==> config.mk <==
export PLATFORM = sky130hd
export DESIGN_NAME = quad_dac_regctl
export DESIGN_NICKNAME = d
export VERILOG_FILES = /design/src/rtl/quad_dac_pkg.sv /design/src/rtl/quad_dac_ctrl.sv /design/src/rtl/quad_dac_datapath.sv /design/src/rtl/quad_dac_regctl.sv
export SDC_FILE = /design/constraint.sdc
export NUM_CORES = 1
export LEC_CHECK = 0
export ABC_AREA = 1
export BUFFER_PORTS_ARGS = -buffer_cell sky130_fd_sc_hd__buf_2
export CAP_MARGIN = 5
export CELL_PAD_IN_SITES_DETAIL_PLACEMENT = 1
export CELL_PAD_IN_SITES_GLOBAL_PLACEMENT = 1
export CORE_ASPECT_RATIO = 1.25
export CORE_MARGIN = 2
export CORE_UTILIZATION = 38
export CTS_CLUSTER_DIAMETER = 30
export DETAILED_ROUTE_END_ITERATION = 6
export PLACE_DENSITY = 0.79
export REMOVE_ABC_BUFFERS = 1
export SYNTH_ARGS = -nofsm -noshare
export SYNTH_HDL_FRONTEND = slang
export SYNTH_SLANG_ARGS = --single-unit
==> constraint.sdc <==
create_clock -name clk -period 1.6 [get_ports clk]
set_clock_uncertainty 0.2 [all_clocks]
set_input_delay 0.16 -clock clk [delete_from_list [all_inputs] [get_ports clk]]
set_output_delay 0.16 -clock clk [all_outputs]
set_load 0.03 [all_outputs]
==> src/rtl/quad_dac_pkg.sv <==
package quad_dac_pkg;
  localparam int CH_N   = 4;
  localparam int CODE_W = 12;
  localparam int MODE_W = 2;
  localparam int SEL_W  = $clog2(CH_N);

  typedef enum logic [1:0] {
    PH_CMD      = 2'd0,
    PH_CMD_HELD = 2'd1,
    PH_DATA     = 2'd2,
    PH_DATA_HELD = 2'd3
  } phase_t;

  typedef struct packed {
    logic [CH_N-1:0]   loadIn;
    logic [CH_N-1:0]   loadDac;
    logic              xferAll;
    logic [CH_N-1:0]   setMode;
    logic [MODE_W-1:0] modeVal;
    logic              selRead;
    logic [SEL_W-1:0]  readCh;
    logic [CODE_W-1:0] data;
  } dacOp_t;
endpackage

==> src/rtl/quad_dac_ctrl.sv <==
module quad_dac_ctrl
  import quad_dac_pkg::*;
(
  input  logic       clk,
  input  logic       rstN,
  input  logic       byteStrobe,
  input  logic [7:0] byteData,
  input  logic       ackFall,
  input  logic       xferAbort,
  output dacOp_t     op
);
  phase_t phase;
  logic [7:0] cmdByte;
  logic [7:0] dataByte;
  logic [3:0] nib;
  logic [3:0] lowNib;
  logic       twoByte;

  assign nib    = cmdByte[7:4];
  assign lowNib = cmdByte[3:0];
  assign twoByte = (nib <= 4'hD) || (nib == 4'hF && lowNib == 4'h0);

  always_ff @(posedge clk or negedge rstN) begin
    if (!rstN) begin
      phase    <= PH_CMD;
      cmdByte  <= '0;
      dataByte <= '0;
    end else if (xferAbort) begin
      phase <= PH_CMD;
    end else begin
      unique case (phase)
        PH_CMD: if (byteStrobe) begin
          cmdByte <= byteData;
          phase   <= PH_CMD_HELD;
        end
        PH_CMD_HELD: if (ackFall) phase <= twoByte ? PH_DATA : PH_CMD;
        PH_DATA: if (byteStrobe) begin
          dataByte <= byteData;
          phase    <= PH_DATA_HELD;
        end
        PH_DATA_HELD: if (ackFall) phase <= PH_CMD;
        default: phase <= PH_CMD;
      endcase
    end
  end

  always_comb begin
    op = '0;
    op.data = {lowNib, dataByte};
    if (ackFall && !xferAbort) begin
      if (phase == PH_CMD_HELD) begin
        if (nib == 4'hE) begin
          op.xferAll = 1'b1;
        end else if (nib == 4'hF) begin
          for (int i = 0; i < CH_N; i++) begin
            if (lowNib == 4'(1 << i)) begin
              op.selRead = 1'b1;
              op.readCh  = SEL_W'(i);
            end
          end
        end
      end else if (phase == PH_DATA_HELD) begin
        unique case (nib[3:2])
          2'b00: begin
            op.loadIn[nib[1:0]]  = 1'b1;
            op.loadDac[nib[1:0]] = 1'b1;
            op.xferAll           = 1'b1;
          end
          2'b01: op.loadIn[nib[1:0]] = 1'b1;
          2'b10: begin
            op.xferAll           = 1'b1;
            op.loadIn[nib[1:0]]  = 1'b1;
          end
          default: begin
            if (nib == 4'hC) begin
              op.loadIn  = '1;
              op.loadDac = '1;
            end else if (nib == 4'hD) begin
              op.loadIn = '1;
            end else if (nib == 4'hF) begin
              op.setMode = dataByte[6:3];
              op.modeVal = dataByte[2:1];
            end
          end
        endcase
      end
    end
  end
endmodule

==> src/rtl/quad_dac_datapath.sv <==
module quad_dac_datapath
  import quad_dac_pkg::*;
(
  input  logic                     clk,
  input  logic                     rstN,
  input  dacOp_t                   op,
  output logic [CH_N*CODE_W-1:0]   dacCode,
  output logic [CH_N*MODE_W-1:0]   pdMode,
  output logic [7:0]               rdHi,
  output logic [7:0]               rdLo
);
  logic [CODE_W-1:0] inReg  [CH_N];
  logic [CODE_W-1:0] dacReg [CH_N];
  logic [MODE_W-1:0] modeReg[CH_N];
  logic [SEL_W-1:0]  selCh;

  for (genvar i = 0; i < CH_N; i++) begin : g_ch
    always_ff @(posedge clk or negedge rstN) begin
      if (!rstN) begin
        inReg[i]   <= '0;
        dacReg[i]  <= '0;
        modeReg[i] <= '1;
      end else begin
        if (op.loadIn[i]) inReg[i] <= op.data;
        if (op.loadDac[i]) dacReg[i] <= op.data;
        else if (op.xferAll) dacReg[i] <= inReg[i];
        if (op.setMode[i]) modeReg[i] <= op.modeVal;
      end
    end
    assign dacCode[i*CODE_W +: CODE_W] = dacReg[i];
    assign pdMode[i*MODE_W +: MODE_W]  = modeReg[i];
  end

  always_ff @(posedge clk or negedge rstN) begin
    if (!rstN) selCh <= '0;
    else if (op.selRead) selCh <= op.readCh;
  end

  assign rdHi = {2'b00, modeReg[selCh], dacReg[selCh][11:8]};
  assign rdLo = dacReg[selCh][7:0];
endmodule

==> src/rtl/quad_dac_regctl.sv <==
module quad_dac_regctl
  import quad_dac_pkg::*;
(
  input  logic                   clk,
  input  logic                   rstN,
  input  logic                   byteStrobe,
  input  logic [7:0]             byteData,
  input  logic                   ackFall,
  input  logic                   xferAbort,
  output logic [CH_N*CODE_W-1:0] dacCode,
  output logic [CH_N*MODE_W-1:0] pdMode,
  output logic [7:0]             rdHi,
  output logic [7:0]             rdLo
);
  dacOp_t opBus;

  quad_dac_ctrl u_ctrl (
    .clk(clk), .rstN(rstN), .byteStrobe(byteStrobe), .byteData(byteData),
    .ackFall(ackFall), .xferAbort(xferAbort), .op(opBus)
  );

  quad_dac_datapath u_dp (
    .clk(clk), .rstN(rstN), .op(opBus), .dacCode(dacCode),
    .pdMode(pdMode), .rdHi(rdHi), .rdLo(rdLo)
  );
endmodule

==> qor.csv, run 1 <==
stage,metric,value,unit
sta,slew_headroom,0.6046,
pwr,sequentialPowerShare,0.366,
floorplan,row_count,52,
grt,grt_max_degree,49,
critical_path,timing.rr.start,u_ctrl.phase[1],
run_status,violations,"design-rule violations, negative setup slack",
grt,grt_pass1_vias,8092,
final_layout,instances_no_fill,1219,
routing,wl_per_cell,33.07,um
place,dp_hpwl,14100,um
sta,rsz0062_at_grt,yes,
pwr,pwr-share-comb,0.279,
floorplan,core,0.01607,mm^2
clock_tree,cts_tree,built,
sta,fin_crit_sh,1.314,
routing,viasPerCell,6.594,
clock_tree,cts_root_buf,clkbuf_16,
clock_tree,cts_buffers,17,
hold_path,hold_end,u_ctrl.dataByte[5],
synth,synth_xor_area_frac,0.001416,
place,placed_cells,1106,
final_layout,final_area,0.01081,mm^2
flow_run,max-cap-violations,0,
final_layout,drive_gt1_frac,0.5723,
synth,synth_top_area_cell,dfrtp_1,
pwr,vdd_drop_max,1.110,mV
critical_path,start_kind,flop,
synth,synth-main-ff-cell,dfrtp_1,
hold_path,hp-start,xferAbort,
synth,synthCells,797,
pwr,p_leak,0.005708,uW
final_layout,final_core_util,0.6725,
routing,drt_iter0_drc,940,
place,io_buffers,82,
pwr,p_clk_frac,0.355,
pwr,p_per_area,1034,mW/mm^2
floorplan,die_area,0.01732,mm^2
critical_path,critPathArrivalTime,1.74,ns
synth,syn_area,0.006183,mm^2
synth,yosys_warnings,0,
synth,synth-edff-count,0,
critical_path,ff2ff_path_depth,9,
routing,vias,8038,
synth,synth_top_family_by_area,simple AND/OR/NAND/NOR gates,
sta,tightest_slew,0.5932,ns
floorplan,ioPinCount,85,
grt,antenna_found_initial,0,
synth,synth_fa_ha_area_frac,0,
sta,fin_crit,2.103,ns
pwr,p_sw_frac,0.3921,
critical_path,r2r-end,u_dp.dacCode[44],
synth,syn_area_per_cell,7.758,um^2
sta,max_freq,475.6,MHz
synth,yosys.area.top_type_share,0.4694,
clock_tree,cts_max_level,4,
sta,maxSlewViolCount,0,
floorplan,die_x,118.1,um
critical_path,critical_path_class,flop to output pin,
routing,drc,7,
routing,firstDrtPassIters,7,
clock_tree,clkLatencyLatePin,0.46,ns
floorplan,initial_core_util,0.3848,
synth,synth_compound_area_frac,0.1032,
sta,whs,0.09006,ns
clock_tree,clock-sinks,124,
sta,setup_slack,-0.5028,ns
synth,synthArstFlopShare,1.000,
place,gp_congestion,0.8457,
hold_path,whs_path_depth,6,
sta,finalSetupViolCount,121,
critical_path,required,1.24,ns
synth,synth_common_cells,"nand2_1, dfrtp_1, o21ai_0",
synth,ys_seq_area_frac,0.5034,
run_status,status,"complete, but fails checks",
critical_path,worstSetupEndpointType,output pin,
routing,drt_wl_total,40310,um
pwr,p_int,6790,uW
grt,grt_use_total,0.3917,
clock_tree,max-clock-path-buffers,2,
hold_path,hp-class,input pin to flop,
synth,synthDistinctLibCells,26,
place,placed_area,0.007237,mm^2
critical_path,ff2ff_setup_slack,-0.45,ns
clock_tree,clkTransAtPathRegs,0.07,ns
synth,synth_most_common_cell,nand2_1,
pwr,p_sw,4379,uW
routing,ant_nets,0,
grt,grt_pass1_wl,50760,um
grt,grt.overflow.total,0,
synth,yosys-top-cells-area,"dfrtp_1, nand2_1, o21ai_0",
sta,final.setup.tns,-36.60,ns
synth,yosys.area_share.simple,0.3195,
final_layout,area_growth,74.77,%
final_layout,nets,1004,
sta,hold_violations,0,
final_layout,diodes,0,
critical_path,crit_fanout,7,
synth,ys_seq_elements,124,
floorplan,dieHeight,146.6,um
synth,synthMuxAreaShare,0,
==> critical path, cell delays in order, from the launching register on <==
cell and delay, ns:
dfrtp_1 0.43, inv_2 0.14, buf_6 0.18, o21ai_2 0.07, a21oi_2 0.22, a21oi_2 0.07, buf_4 0.18
==> sequential cells by signal (all words and copies together) (netlist names) <==
signal and count:
u_ctrl.cmdByte 8, u_ctrl.dataByte 8, u_ctrl.phase 2, u_dp.dacCode 48, u_dp.inReg 48, u_dp.pdMode 8
u_dp.selCh 2
==> layout make-up <==
cell class / count / area (um^2)
Fill cell: 1718 / 5264
Inverter: 34 / 130.1
Tap cell: 216 / 270.3
Clock inverter: 8 / 92.59
Clock buffer: 23 / 467.9
Multi-Input combinational cell: 580 / 4178
Timing Repair Buffer: 234 / 2550
Sequential cell: 124 / 3118
==> what timing repair did <==
action,CTS,global route
setup buffers,48,18
gates resized for setup,341,302
endpoints found under the setup margin,119,158
gates cloned,23,5
hold buffers,14,0
hold endpoints to repair,138,0
pin swaps,96,55
==> placed cells by master, fill, tap and decap left out, types with 6 or more instances in the layout <==
cell type | synthesis | layout
nand2_2 | 3 | 116
dfrtp_1 | 116 | 112
nand2_1 | 298 | 94
nand2_4 | 0 | 87
nand4_1 | 74 | 74
buf_2 | 19 | 63
buf_4 | 9 | 52
o21ai_2 | 3 | 51
buf_6 | 4 | 46
buf_12 | 0 | 29
inv_1 | 31 | 27
nor2_1 | 37 | 23
o21ai_0 | 93 | 22
o21ai_1 | 7 | 22
clkbuf_16 | 0 | 21
nand3_1 | 33 | 20
dlygate4sd3_1 | 0 | 14
buf_8 | 0 | 12
nor2_4 | 1 | 11
buf_16 | 0 | 11
o22ai_1 | 13 | 10
nand3_4 | 0 | 9
o21ai_4 | 0 | 8
dfstp_2 | 8 | 8
nor2_2 | 3 | 7
inv_2 | 3 | 6
nand3_2 | 2 | 6
==> through the flow <==
step	total power, uW	worst slack, ns
4_1_cts	9931	-0.3455
5_1_grt	11330	-0.4928
6_report	11170	-0.5028
3_5_place_dp	5590	-0.2072
2_1_floorplan	4587	-1.697
3_3_place_gp	5510	-0.08932
==> kinds of logic after synthesis <==
logic type,Yosys count
AND/OR/NAND/NOR,454
flip-flops,124
AO/OA/AOI/OAI,122
buffers and inverters,95
XOR/XNOR,1
other,1
==> layer usage <==
metal  GRT usage  vias up  routed length [um]
met1      0.4623     3948               13980
met2      0.6286      717               18610
li1            -     3073                   -
met3      0.1016      300                4157
met5           0        -                   0
met4      0.2584        0                3563
==> power groups by stage <==
stage | Clock (uW) | Combinational [uW] | Sequential [uW]
4_1_cts | 3790 | 2260 | 3890
3_3_place_gp | 0 | 1650 | 3860
2_1_floorplan | 0 | 785 | 3800
3_5_place_dp | 0 | 1720 | 3870
6_report | 3970 | 3110 | 4080
5_1_grt | 4060 | 3200 | 4080
==> worst max path at each step <==
stage	cells past startpoint	slack, ns	from	end
floorplan	6	-1.70	u_ctrl.phase[1]	u_dp.dacCode[0]
global placement	7	-0.09	u_ctrl.cmdByte[6]	u_dp.inReg[17]
detailed placement	9	-0.21	u_ctrl.cmdByte[4]	u_dp.dacCode[16]
CTS	6	-0.35	u_dp.selCh[0]	rdLo[4]
global route	6	-0.49	u_dp.selCh[1]	rdHi[4]
finish	6	-0.50	u_dp.selCh[1]	rdHi[4]
(Power assumes the default switching activity.)
==> run 2, diff against run 1 <==
Settings changed: ABC_AREA 1 to 0, CORE_UTILIZATION 38 to 42.
==> run 2 against run 1 <==
Effect of this change: the flow finishes with violations (negative setup slack); synthesized cell count down 42%; register-to-register slack worse by 0.09 ns; setup slack worse by 0.045 ns; sequential share of layout area up 4.7 points; final cell count down 34%; die area down 14%; first-iteration DRC count down 55%; sequential power down 6.6%; via count down 37%; highest routed layer unchanged.
==> qor.csv, run 2 <==
stage,metric,value,unit,change
routing,ant_nets,0,,unchanged
sta,finalSetupViolCount,138,,+14%
place,dp_hpwl,10810,um,-23%
clock_tree,clock-sinks,124,,unchanged
grt,grt-busiest-layer,met2,,
grt,grt_max_degree,44,,-10%
sta,rsz0062_at_grt,yes,,
synth,syn_area_per_cell,12.71,um^2,+64%
clock_tree,cts_max_level,4,,unchanged
synth,synthArstFlopShare,1.000,,unchanged
sta,fin_crit,2.148,ns,+0.04542 ns
clock_tree,cts_root_buf,clkbuf_16,,
routing,vias,5048,,-37%
sta,hold_violations,0,,unchanged
routing,firstDrtPassIters,5,,-2
critical_path,worstSetupEndpointType,output pin,,
hold_path,hp-class,input pin to asynchronous set/reset pin,,
routing,drt_wl_total,27060,um,-33%
grt,grt.overflow.total,0,,unchanged
final_layout,nFillCells,1203,,-30%
final_layout,regArea,0.003118,mm^2,unchanged
synth,yosys_warnings,0,,unchanged
final_layout,drive_gt1_frac,0.6598,,+0.08756
floorplan,initial_core_util,0.4260,,+0.04122
critical_path,r2r-end,u_dp.dacCode[29],,
final_layout,most-common-layout-cells,"dfrtp_1, mux2_4, buf_2",,
critical_path,critPathTopFamily,multiplexers,,
sta,tightest_slew,0.6482,ns,+0.05503 ns
critical_path,required,1.24,ns,about the same
critical_path,timing.rr.start,u_ctrl.cmdByte[6],,
run_status,status,"complete, but fails checks",,
floorplan,ioPinCount,85,,unchanged
grt,grt_pass1_vias,5277,,-35%
critical_path,critical_path_class,flop to output pin,,
routing,viasPerCell,6.232,,-5.5%
synth,yosys.area.top_type_share,0.4976,,+0.02819
synth,ys_seq_elements,124,,unchanged
sta,max_freq,465.5,MHz,-2.1%
grt,antenna_found_initial,0,,unchanged
sta,fin_crit_sh,1.343,,+0.02839
critical_path,ff2ff_path_depth,6,,-3
sta,slew_headroom,0.5679,,-0.03669
floorplan,dieHeight,135.8,um,-7.4%
synth,synth-main-ff-cell,dfrtp_1,,
flow_run,max-cap-violations,0,,unchanged
place,gp_congestion,0.8169,,-3.4%
clock_tree,clkTransAtPathRegs,0.07,ns,about the same
synth,syn_area,0.005833,mm^2,-5.7%
critical_path,crit_fanout,10,,+3
final_layout,multi_input_area,0.003450,mm^2,-17%
critical_path,start_kind,flop,,
grt,met1_usage,0.3967,,-0.06555
place,pre_cts_slack,-0.4443,ns,-0.2370 ns
floorplan,core,0.01369,mm^2,-15%
grt,grt_use_total,0.3222,,-0.06950
routing,wl_per_cell,33.41,um,+1.0%
clock_tree,clkLatencyLatePin,0.43,ns,-0.03 ns
synth,ys_seq_area_frac,0.5337,,+0.03024
critical_path,path_cells,buf_12 -> mux4_2 -> buf_6,,
clock_tree,max-clock-path-buffers,2,,unchanged
critical_path,crit_cells,3,,-3
synth,synth_top_area_cell,dfrtp_1,,
synth,synth_common_cells,"dfrtp_1, mux2_2, nand2_1",,
routing,drt_iter0_drc,425,,-55%
final_layout,nets,637,,-37%
floorplan,die_x,109.4,um,-7.4%
synth,synthDistinctLibCells,45,,+73%
final_layout,diodes,0,,unchanged
pwr,p_leak,0.004334,uW,-24%
pwr,p_per_area,1032,mW/mm^2,-0.16%
sta,maxSlewViolCount,0,,unchanged
critical_path,slowest_delay,0.56,ns,+0.13 ns
synth,synth_most_common_cell,dfrtp_1,,
clock_tree,cts_buffers,17,,unchanged
run_status,violations,negative setup slack,,
floorplan,row_count,48,,-7.7%
clock_tree,cts_tree,built,,
pwr,vdd_drop_max,0.8790,mV,-21%
synth,synth-edff-count,0,,unchanged
grt,grtUsageMet2,0.5364,,-0.09226
pwr,report.power.total,9579,uW,-14%
critical_path,crit_buf_inv,2,,-1
synth,yosys-top-cells-area,"dfrtp_1, mux2_2, mux2i_1",,
synth,synthCells,459,,-42%
place,io_buffers,82,,unchanged
critical_path,ff2ff_setup_slack,-0.54,ns,-0.09 ns
critical_path,critPathArrivalTime,1.79,ns,+0.05 ns
final_layout,final_common_cell,dfrtp_1,,
sta,setup_slack,-0.5482,ns,-0.04542 ns
grt,use_met3,0.06878,,-0.03278
final_layout,area_growth,59.14,%,
routing,drc,0,,-7
grt,grt_pass1_wl,34110,um,-33%
critical_path,cpMaxStageDelayCell,mux4_2,,
floorplan,die_area,0.01485,mm^2,-14%
==> run 2: cell types whose count changed after synthesis, moves of 13 or more <==
cell,before,now
clkbuf_1,26,12
inv_1,31,1
mux2_2,0,71
mux2i_1,0,49
mux4_2,0,14
nand2_1,298,58
nand3_1,33,2
nand4_1,74,1
nor2_1,37,6
o21ai_0,93,20
o21ai_1,7,29
o22ai_1,13,0
==> run 2: how the worst max path moves through the flow <==
stage                                 start          endpoint
after CTS                     u_dp.selCh[0]           rdHi[1]
after global placement    u_ctrl.cmdByte[5]    u_dp.inReg[35]
after floorplan           u_ctrl.cmdByte[6]   u_dp.dacCode[0]
after global routing      u_ctrl.cmdByte[6]  u_dp.dacCode[16]
after detailed placement  u_ctrl.cmdByte[6]     u_dp.selCh[0]
final                         u_dp.selCh[0]           rdLo[4]
==> run 2: layout make-up <==
cell class | instances | share of cell area
inverters | 1 | 0.0004044
well taps | 175 | 0.02359
multi-input cells | 292 | 0.3716
repair buffers | 188 | 0.2023
flip-flops and latches | 124 | 0.3359
clock buffers | 22 | 0.05109
clock inverters | 8 | 0.01510
==> run 2: power by group <==
group	total, uW	switching [uW]	internal, uW
Sequential	3810	487	3320
Combinational	1550	762	789
Clock	4220	1510	2700
Total	9580	2760	6820
==> run 2: kinds of logic (layout without fill, tap and decap cells) <==
| family | after synthesis | in the layout | share of synthesized area |
|---|---|---|---|
| AO/OA/AOI/OAI | 65 | 65 | 0.06521 |
| XOR/XNOR | 1 | 1 | 0.001502 |
| buffers and inverters | 44 | 219 | 0.04311 |
| flip-flops | 124 | 124 | 0.5337 |
| multiplexers | 135 | 135 | 0.2771 |
| other | 1 | 2 | 0.0006429 |
| AND/OR/NAND/NOR | 89 | 89 | 0.07872 |
==> run 2: stage by stage <==
| step | instance area [um^2] | instances | utilization | hold WS (ns) | TNS (ns) |
|---|---|---|---|---|---|
| 6_report | 9283 | 810 | 0.6779 | 0.06131 | -50.84 |
| 5_1_grt | 9283 | 810 | 0.6779 | 0.07311 | -54.90 |
| 4_1_cts | 8564 | 799 | 0.6255 | 0.05556 | -36.32 |
| 3_5_place_dp | 6777 | 732 | 0.4949 | -0.05047 | -33.60 |
| 3_3_place_gp | 6777 | 732 | 0.4949 | -0.05586 | -26.62 |
| 2_1_floorplan | 5589 | 417 | - | -0.3356 | -185.02 |
==> run 2: timing repair <==
item                       CTS  global route
pin swaps                   18            26
cloned                       8             8
hold endpoints to repair   142             0
hold buffers                12             0
setup endpoints to repair  137           138
gates resized for setup    208           135
setup buffers               19             8
==> run 2: per-layer routing <==
metal	part of all wire	up-vias
met5	0	-
met4	0.057	0
met3	0.063	117
met2	0.49	305
met1	0.38	2655
li1	-	1971
